**src/rtl/rxw_pkg.sv**
```systemverilog
// Shared definitions for the receive descriptor ring writer.
package rxw_pkg;
    // Controller states of the ring writer.
    typedef enum logic [2:0] {
        ST_IDLE,
        ST_RD_DESC,
        ST_WAIT_RD,
        ST_FILL,
        ST_WR_DATA,
        ST_WR_STAT,
        ST_WR_OWN,
        ST_DROP
    } rxw_state_e;

    // Bit positions inside the sticky status vector.
    localparam int RSTAT_DONE  = 0;
    localparam int RSTAT_NOBUF = 1;

    // Bit positions inside the descriptor status word.
    localparam int STAT_FIRST_BIT = 14;
    localparam int STAT_LAST_BIT  = 15;

    // Bit positions inside descriptor word 0.
    localparam int DESC_OWN_BIT  = 0;
    localparam int DESC_WRAP_BIT = 1;
endpackage

```
**src/rtl/rxw_admit.sv**
```systemverilog
// Frame admission check.
// Decides from the announced length and the mode bits whether a frame
// may be stored. Purely combinational; assumes len is stable while used.
module rxw_admit #(
    parameter int MIN_LEN = 6,
    parameter int MAX_LEN = 10240,
    parameter int STD_MAX = 1518,
    parameter int BIG_MAX = 1536,
    parameter int LEN_W   = 14
) (
    input  logic [LEN_W-1:0] len,
    input  logic             rx_en,
    input  logic             big_en,
    input  logic             jumbo_en,
    output logic             ok
);
    localparam logic [LEN_W-1:0] MIN_V = LEN_W'(MIN_LEN);
    localparam logic [LEN_W-1:0] MAX_V = LEN_W'(MAX_LEN);
    localparam logic [LEN_W-1:0] STD_V = LEN_W'(STD_MAX);
    localparam logic [LEN_W-1:0] BIG_V = LEN_W'(BIG_MAX);

    logic out_of_range;
    logic needs_jumbo;
    logic needs_big;

    // Classify the length against each limit.
    always_comb begin
        out_of_range = (len < MIN_V) || (len > MAX_V);
        needs_jumbo  = (len > BIG_V) && !jumbo_en;
        needs_big    = (len > STD_V) && !big_en;
        ok           = rx_en && !out_of_range && !needs_jumbo && !needs_big;
    end
endmodule

```
**src/rtl/rxw_packer.sv**
```systemverilog
// Byte-to-word packer for one buffer segment.
// Collects bytes little-endian into a 32-bit word and counts the bytes of
// the current segment. Assumes SEG_BYTES is a power of two of at least 4,
// and that push and word_sent never occur in the same cycle.
module rxw_packer #(
    parameter int SEG_BYTES = 128,
    localparam int SEG_W    = $clog2(SEG_BYTES)
) (
    input  logic             clk,
    input  logic             rst_n,
    input  logic             seg_clr,
    input  logic             push,
    input  logic [7:0]       din,
    input  logic             word_sent,
    output logic [31:0]      word,
    output logic [SEG_W-1:0] word_off,
    output logic             word_end,
    output logic             seg_full
);
    logic [31:0]      acc_q;
    logic [SEG_W-1:0] cnt_q;
    logic [1:0]       lane;

    // Decode the lane and the segment position of the next byte.
    always_comb begin
        lane     = cnt_q[1:0];
        word_end = (lane == 2'd3);
        seg_full = (cnt_q == SEG_W'(SEG_BYTES - 1));
        word_off = {cnt_q[SEG_W-1:2], 2'b00};
        word     = acc_q;
    end

    // Accumulate bytes and count them within the segment.
    always_ff @(posedge clk) begin
        if (!rst_n) begin
            acc_q <= '0;
            cnt_q <= '0;
        end else if (seg_clr) begin
            acc_q <= '0;
            cnt_q <= '0;
        end else if (push) begin
            acc_q[8*lane +: 8] <= din;
            cnt_q              <= cnt_q + SEG_W'(1);
        end else if (word_sent) begin
            acc_q <= '0;
        end
    end
endmodule

```
**src/rtl/rxw_ring_ptr.sv**
```systemverilog
// Descriptor ring pointer.
// Holds the ring base and the current descriptor address. A load sets both;
// an advance returns to the base on the wrap flag or at the span limit,
// else steps to the next 8-byte descriptor.
module rxw_ring_ptr #(
    parameter int ADDR_W    = 32,
    parameter int RING_SPAN = 8192
) (
    input  logic              clk,
    input  logic              rst_n,
    input  logic              load,
    input  logic [ADDR_W-1:0] load_val,
    input  logic              adv,
    input  logic              wrap,
    output logic [ADDR_W-1:0] ptr
);
    localparam logic [ADDR_W-1:0] SPAN_V = ADDR_W'(RING_SPAN);
    localparam logic [ADDR_W-1:0] STEP_V = ADDR_W'(8);

    logic [ADDR_W-1:0] base_q;
    logic [ADDR_W-1:0] ptr_q;
    logic              at_span;

    // Detect the descriptor that sits at the span limit.
    always_comb at_span = ((ptr_q - base_q) == SPAN_V);

    // Load or move the pointer.
    always_ff @(posedge clk) begin
        if (!rst_n) begin
            base_q <= '0;
            ptr_q  <= '0;
        end else if (load) begin
            base_q <= load_val;
            ptr_q  <= load_val;
        end else if (adv) begin
            ptr_q <= (wrap || at_span) ? base_q : ptr_q + STEP_V;
        end
    end

    assign ptr = ptr_q;

    // A load is visible on the pointer one cycle later.
    assert_base_load_R2: assert property (@(posedge clk) disable iff (!rst_n)
        load |=> (ptr == $past(load_val)));

    // An advance lands on the base or on the next descriptor.
    assert_ptr_step_R9: assert property (@(posedge clk) disable iff (!rst_n)
        (adv && !load) |=> (ptr == base_q || ptr == $past(ptr) + STEP_V));
endmodule

```
**src/rtl/rx_ring_writer.sv**
```systemverilog
// Receive descriptor ring writer (top).
// Stores admitted frames into memory buffers named by a ring of 8-byte
// descriptors, up to SEG_BYTES per buffer, writes status, hands buffers to
// software and reports completion or lack of buffers. Assumes one memory
// request in flight, read data arriving at least one cycle after acceptance,
// LEN_W of at most 14, and that the sender supplies exactly s_len bytes.
module rx_ring_writer
    import rxw_pkg::*;
#(
    parameter int ADDR_W    = 32,
    parameter int SEG_BYTES = 128,
    parameter int RING_SPAN = 8192,
    parameter int MIN_LEN   = 6,
    parameter int MAX_LEN   = 10240,
    parameter int STD_MAX   = 1518,
    parameter int BIG_MAX   = 1536,
    localparam int LEN_W    = $clog2(MAX_LEN + 1)
) (
    input  logic              clk,
    input  logic              rst_n,
    input  logic              rx_en,
    input  logic              big_en,
    input  logic              jumbo_en,
    input  logic              base_wr,
    input  logic [ADDR_W-1:0] base_val,
    input  logic              s_valid,
    output logic              s_ready,
    input  logic              s_first,
    input  logic [LEN_W-1:0]  s_len,
    input  logic [7:0]        s_data,
    output logic              m_valid,
    input  logic              m_ready,
    output logic              m_we,
    output logic [ADDR_W-1:0] m_addr,
    output logic [31:0]       m_wdata,
    input  logic              m_rvalid,
    input  logic [31:0]       m_rdata,
    output logic              ev_rx_done,
    output logic              ev_no_buf,
    output logic [1:0]        rstat,
    input  logic [1:0]        rstat_clr,
    output logic [ADDR_W-1:0] desc_ptr
);
    localparam int SEG_W = $clog2(SEG_BYTES);

    rxw_state_e        state_q, state_d;
    logic [LEN_W-1:0]  rem_q;
    logic [LEN_W-1:0]  len_q;
    logic              first_q;
    logic [31:0]       desc_q;
    logic [ADDR_W-1:0] waddr_q;
    logic              seg_end_q;
    logic              ev_done_q;
    logic              ev_nobuf_q;
    logic [1:0]        rstat_q;

    logic              admit_ok;
    logic              start_ok, start_drop;
    logic              seg_clr, push, word_sent, adv, take_desc;
    logic              set_done, set_nobuf;
    logic              last_byte;
    logic [31:0]       pack_word;
    logic [SEG_W-1:0]  word_off;
    logic              word_end, seg_full;
    logic [ADDR_W-1:0] ptr;
    logic [ADDR_W-1:0] buf_base;
    logic [31:0]       stat_word;

    rxw_admit #(
        .MIN_LEN (MIN_LEN),
        .MAX_LEN (MAX_LEN),
        .STD_MAX (STD_MAX),
        .BIG_MAX (BIG_MAX),
        .LEN_W   (LEN_W)
    ) u_admit (
        .len      (s_len),
        .rx_en    (rx_en),
        .big_en   (big_en),
        .jumbo_en (jumbo_en),
        .ok       (admit_ok)
    );

    rxw_packer #(
        .SEG_BYTES (SEG_BYTES)
    ) u_packer (
        .clk       (clk),
        .rst_n     (rst_n),
        .seg_clr   (seg_clr),
        .push      (push),
        .din       (s_data),
        .word_sent (word_sent),
        .word      (pack_word),
        .word_off  (word_off),
        .word_end  (word_end),
        .seg_full  (seg_full)
    );

    rxw_ring_ptr #(
        .ADDR_W    (ADDR_W),
        .RING_SPAN (RING_SPAN)
    ) u_ring (
        .clk      (clk),
        .rst_n    (rst_n),
        .load     (base_wr),
        .load_val (base_val),
        .adv      (adv),
        .wrap     (desc_q[DESC_WRAP_BIT]),
        .ptr      (ptr)
    );

    // Derived datapath values for the current buffer.
    always_comb begin
        last_byte = (rem_q == LEN_W'(1));
        buf_base  = {desc_q[ADDR_W-1:2], 2'b00};
        stat_word = '0;
        stat_word[STAT_FIRST_BIT] = first_q;
        stat_word[STAT_LAST_BIT]  = (rem_q == '0);
        if (rem_q == '0) stat_word[LEN_W-1:0] = len_q;
    end

    // Stream acceptance: bytes flow only while filling or dropping.
    always_comb begin
        s_ready = (state_q == ST_FILL) || (state_q == ST_DROP) ||
                  ((state_q == ST_IDLE) && s_valid && !s_first);
    end

    // Memory request multiplexer selected by the controller state.
    always_comb begin
        m_valid = 1'b0;
        m_we    = 1'b1;
        m_addr  = '0;
        m_wdata = '0;
        unique case (state_q)
            ST_RD_DESC: begin
                m_valid = 1'b1;
                m_we    = 1'b0;
                m_addr  = ptr;
            end
            ST_WR_DATA: begin
                m_valid = 1'b1;
                m_addr  = waddr_q;
                m_wdata = pack_word;
            end
            ST_WR_STAT: begin
                m_valid = 1'b1;
                m_addr  = ptr + ADDR_W'(4);
                m_wdata = stat_word;
            end
            ST_WR_OWN: begin
                m_valid = 1'b1;
                m_addr  = ptr;
                m_wdata = desc_q | 32'h1;
            end
            default: ;
        endcase
    end

    // Controller next state and one-cycle control strobes.
    always_comb begin
        state_d    = state_q;
        start_ok   = 1'b0;
        start_drop = 1'b0;
        seg_clr    = 1'b0;
        push       = 1'b0;
        word_sent  = 1'b0;
        adv        = 1'b0;
        take_desc  = 1'b0;
        set_done   = 1'b0;
        set_nobuf  = 1'b0;
        unique case (state_q)
            ST_IDLE: begin
                if (s_valid && s_first) begin
                    if (admit_ok) begin
                        start_ok = 1'b1;
                        state_d  = ST_RD_DESC;
                    end else begin
                        start_drop = 1'b1;
                        state_d    = ST_DROP;
                    end
                end
            end
            ST_RD_DESC: if (m_ready) state_d = ST_WAIT_RD;
            ST_WAIT_RD: begin
                if (m_rvalid) begin
                    take_desc = 1'b1;
                    if (m_rdata[DESC_OWN_BIT]) begin
                        set_nobuf = 1'b1;
                        state_d   = ST_DROP;
                    end else begin
                        seg_clr = 1'b1;
                        state_d = ST_FILL;
                    end
                end
            end
            ST_FILL: begin
                if (s_valid) begin
                    push = 1'b1;
                    if (word_end || seg_full || last_byte) state_d = ST_WR_DATA;
                end
            end
            ST_WR_DATA: begin
                if (m_ready) begin
                    word_sent = 1'b1;
                    state_d   = seg_end_q ? ST_WR_STAT : ST_FILL;
                end
            end
            ST_WR_STAT: if (m_ready) state_d = ST_WR_OWN;
            ST_WR_OWN: begin
                if (m_ready) begin
                    adv = 1'b1;
                    if (rem_q == '0) begin
                        set_done = 1'b1;
                        state_d  = ST_IDLE;
                    end else begin
                        state_d = ST_RD_DESC;
                    end
                end
            end
            ST_DROP: if (s_valid && last_byte) state_d = ST_IDLE;
            default: state_d = ST_IDLE;
        endcase
    end

    // Controller and per-frame registers.
    always_ff @(posedge clk) begin
        if (!rst_n) begin
            state_q    <= ST_IDLE;
            rem_q      <= '0;
            len_q      <= '0;
            first_q    <= 1'b0;
            desc_q     <= '0;
            waddr_q    <= '0;
            seg_end_q  <= 1'b0;
            ev_done_q  <= 1'b0;
            ev_nobuf_q <= 1'b0;
        end else begin
            state_q    <= state_d;
            ev_done_q  <= set_done;
            ev_nobuf_q <= set_nobuf;
            if (start_ok || start_drop) begin
                rem_q <= (s_len == '0) ? LEN_W'(1) : s_len;
                len_q <= s_len;
            end else if (push || (state_q == ST_DROP && s_valid)) begin
                rem_q <= rem_q - LEN_W'(1);
            end
            if (start_ok) first_q <= 1'b1;
            else if (state_q == ST_WR_STAT && m_ready) first_q <= 1'b0;
            if (take_desc) desc_q <= m_rdata;
            if (push) begin
                waddr_q   <= buf_base + ADDR_W'(word_off);
                seg_end_q <= seg_full || last_byte;
            end
        end
    end

    // Sticky status: clear by write-one, a new event wins over a clear.
    always_ff @(posedge clk) begin
        if (!rst_n) rstat_q <= '0;
        else begin
            rstat_q <= (rstat_q & ~rstat_clr) |
                       {set_nobuf, set_done};
        end
    end

    assign ev_rx_done = ev_done_q;
    assign ev_no_buf  = ev_nobuf_q;
    assign rstat      = rstat_q;
    assign desc_ptr   = ptr;

    // A request waiting for acceptance does not change.
    assert_req_hold_R11: assert property (@(posedge clk) disable iff (!rst_n)
        (m_valid && !m_ready) |=> (m_valid && $stable(m_addr) &&
                                   $stable(m_we) && $stable(m_wdata)));

    // The stream is held off while memory traffic is pending.
    assert_stream_stall_R11: assert property (@(posedge clk) disable iff (!rst_n)
        m_valid |-> !s_ready);

    // The completion pulse comes with its sticky status bit.
    assert_done_flag_R10: assert property (@(posedge clk) disable iff (!rst_n)
        ev_rx_done |-> rstat[RSTAT_DONE]);

    // The missing-buffer pulse comes with its sticky status bit.
    assert_nobuf_flag_R5: assert property (@(posedge clk) disable iff (!rst_n)
        ev_no_buf |-> rstat[RSTAT_NOBUF]);

    // A frame ends in exactly one way.
    assert_event_excl_R10: assert property (@(posedge clk) disable iff (!rst_n)
        !(ev_rx_done && ev_no_buf));
endmodule

```
**config.mk**
```make
export PLATFORM = sky130hd
export DESIGN_NAME = rx_ring_writer
export DESIGN_NICKNAME = d
export VERILOG_FILES = /design/src/rtl/rxw_pkg.sv /design/src/rtl/rxw_admit.sv /design/src/rtl/rxw_packer.sv /design/src/rtl/rxw_ring_ptr.sv /design/src/rtl/rx_ring_writer.sv
export SDC_FILE = /design/constraint.sdc
export NUM_CORES = 1
export LEC_CHECK = 0
export ABC_AREA = 1
export CAP_MARGIN = 20
export CORE_MARGIN = 5
export CORE_UTILIZATION = 60
export DETAILED_ROUTE_END_ITERATION = 8
export HOLD_SLACK_MARGIN = 0.06
export PLACE_DENSITY = 0.87
export SLEW_MARGIN = 20
export SYNTH_ARGS = -nofsm -noshare
export SYNTH_HDL_FRONTEND = slang
export SYNTH_SLANG_ARGS = --single-unit
```
**constraint.sdc**
```tcl
create_clock -name clk -period 4.55 [get_ports clk]
set_input_delay 0.91 -clock clk [delete_from_list [all_inputs] [get_ports clk]]
set_output_delay 0.91 -clock clk [all_outputs]
set_load 0.01 [all_outputs]
```
==> run metrics <==
Final Max Tran Viols=0; I/O Buffers=200; Clk network pwr share=26.9%; CP Class=reg -> out; clock slew at reported path FFs=60 ps; unrepaired setup endpoints after global routing=false; top cells by instance count after synthesis=nand2_1 (618), inv_1 (338), a21oi_1 (218); root buffer cell=clkbuf_16; Routed Antenna Nets=0; Worst-Skew Late Latency=500 ps; vias per cell=just under 6; Synth Register Bits=201; DR DRC count=0; CP Capture Type=output port; GP Congestion=1.06; wl on met1=between 15000 and 20000 um; Final Cycle Share=94.8%; vias in the first global route=between 15000 and 20000; Yosys cell types=just over 50; Logic pwr share=about two fifths; Fmax=232 MHz; CP Launch Point=u_ring.ptr[2]; # resized after CTS=0; Warnings, synthesis=0; H-tree Lvls=1; setup TNS=0 ps; final wirelength=49700 um; Layout area overhead=20.8%; Hold Violations, Final=0; # Max-Cap Violations=0; initial core utilization=60.7%; Max FO, Critical Path=9; share of cells above drive strength 1=3.11%; Core Area=approximately 0.023 sq mm; met3 WL=approximately 4300 um; Period minus WS final=roughly 4300 ps; Async SR Flop Fraction=0%; number of buffers created by CTS=21; antenna fix cells=0; Bufs on Longest Clock Path=3; Hold/Removal Path Class=reg -> reg; worst setup margin=235 ps; first-pass GRT wire length=78700 um; First DRT Iteration DRCs=1594; pin count of the biggest net entering global routing=75; Hold-fix buffers, CTS=0; Top Ports=between 200 and 250; Worst IR Drop VDD=0.392 mV; Synth Cell Area=roughly 0.014 sq mm; post-place setup slack=856 ps; GR Overflow Total=0; Slowest-stage cell, CP=dfxtp_1; Slew headroom=between 20% and 30%; standard-cell rows=55; Vias=about 16000; sequential share of power=33.6%; full die area=0.0260 sq mm; HPWL after DPL=37400 um; Worst R2R Start=u_ring.ptr[20]; cell area power density=383 mW/mm^2; worst endpoint required time=3640 ps; CTS tree=yes; metal2 WL=~24000 um; uppermost layer routed=met4; setup violators final=0; Post-Syn Instances=2266; Die Y=161 um; outcome=complete, no violations; Critical Path, Cell by Cell=ha_1 > inv_1 > nor2_1 > inv_1 > nor2_1 > inv_1 > nor2_1 > inv_1 > nor2_1 > a31oi_1 > o21ai_0 > clkdlybuf4s50_1; slowest stage delay, CP=580 ps; final net count=2571; top cells by area, synth=dfxtp_1 (29%), nand2_1 (17%), inv_1 (9.3%); Avg WL per Cell=18.2 um; sw power=2.54 mW; register area share after synthesis=around 29%; leakage=around 7.1 nW; sw frac=40.1%; Synth Flop Type=dfxtp_1; Placed Instances=2690; critical path arrival=3400 ps; number of flops mapped to enable cells by yosys=0; Critical Path Start Type=flop; drt first pass iters=6; clock sinks=about 200; antenna violations before repair=0; Tot GR Track Use=between 30% and 40%; Hold Crit Start=len_q[7]; most numerous cell in the Yosys netlist=nand2_1; P_int=3.80 mW; syn nets=2409; share of the synthesized area in the top cell type=a little under 30%; leading area contributor after synthesis=dfxtp_1; total setup buffers inserted after CTS=0; fin cells=2727; pin slew with the least headroom to its limit=about 1100 ps; die width=between 150 and 200 um; syn_area_per_cell=between 6 and 7 sq um; Final Skew=between 10 and 15 ps
-- power groups by stage --
stage	combinational (mW)	clock, mW	sequential, mW
2_1_floorplan	1.60	0	2.11
3_3_place_gp	2.37	0	2.14
3_5_place_dp	2.42	0	2.15
4_1_cts	2.44	1.70	2.12
5_1_grt	2.75	1.78	2.15
6_report	2.51	1.70	2.13
-- per-layer routing --
layer / GRT usage [%] / up-vias
met5: 0 / -
met4: 17.7 / 0
met3: 5.61 / 190
met2: 64.0 / 949
met1: 44.3 / 7369
li1: - / 7659
-- final cells by class --
class / count / area [sq um]
Clock buffer: 32 / 627
Clock inverter: 5 / 50.0
Fill cell: 1863 / 6010
Inverter: 350 / 1310
Multi-Input combinational cell: 1636 / 8060
Sequential cell: 201 / 4020
Tap cell: 285 / 357
Timing Repair Buffer: 218 / 2130
-- sequential cells by signal, indices dropped and copies added, names as in the netlist --
register and count:
u_packer.word 32, desc_q 31, u_ring.ptr 32, waddr_q 30
first_q 1, ev_rx_done 1, seg_end_q 1, rstat 2
state_q 3, rem_q 14, len_q 14, u_ring.base_q 32
u_packer.cnt_q 7, ev_no_buf 1
-- worst paths after layout --
check	depth (start not counted)	slack, ps	to
worst max register to register	19	980	u_ring.ptr[0]
worst min register to register	2	470	len_q[7]
worst min-delay path	2	470	len_q[7]
worst max-delay path	12	240	m_addr[28]
-- cell families after synthesis --
group,count (synthesis),synth area share (%)
AND/OR/NAND/NOR,1077,32.6
flip-flops,201,29.3
XOR/XNOR,51,3.26
buffers and inverters,429,12.0
AO/OA/AOI/OAI,463,18.7
adder cells (fa/ha/maj),45,4.16
-- cells in the final DEF (no fill, tap or decap), drive strengths merged, types with 2 or more instances in the layout --
cell type,Yosys,final
nand2,620,620
inv,343,343
nor2,220,220
a21oi,218,218
dfxtp,201,201
clkdlybuf4s50,0,199
o21ai,157,157
nand3,121,121
nor3,61,61
xor2,44,44
ha,44,44
clkbuf,63,32
nand4,29,29
o211ai,24,24
buf,16,19
o221ai,16,16
a31oi,16,16
nor4,15,15
clkinv,7,11
xnor2,7,7
a22oi,7,7
o2111ai,4,4
a221oi,4,4
a211oi,4,4
and2,3,3
o21bai,3,3
or2,3,3
o31ai,2,2
nand3b,2,2
-- worst max-delay path, delay by kind of cell, from the launching register on --
family / cells / cell delay, ps
AO/OA/AOI/OAI: 2 / 320
adder cells (fa/ha/maj): 1 / 240
buffers and inverters: 5 / 910
AND/OR/NAND/NOR: 4 / 850
flip-flops: 1 / 580
-- through the flow --
stage / area [sq um] / hold slack (ps) / util [%] / total power, mW
6_report: 16600 / 465 / 73.4 / 6.34
5_1_grt: 16600 / 489 / 73.4 / 6.68
4_1_cts: 16600 / 465 / 73.4 / 6.27
3_5_place_dp: 15900 / 456 / 70.4 / 4.57
3_3_place_gp: 15900 / 450 / 70.4 / 4.52
2_1_floorplan: 13700 / 441 / - / 3.70
Note: power is estimated with default switching activity, not from simulation.
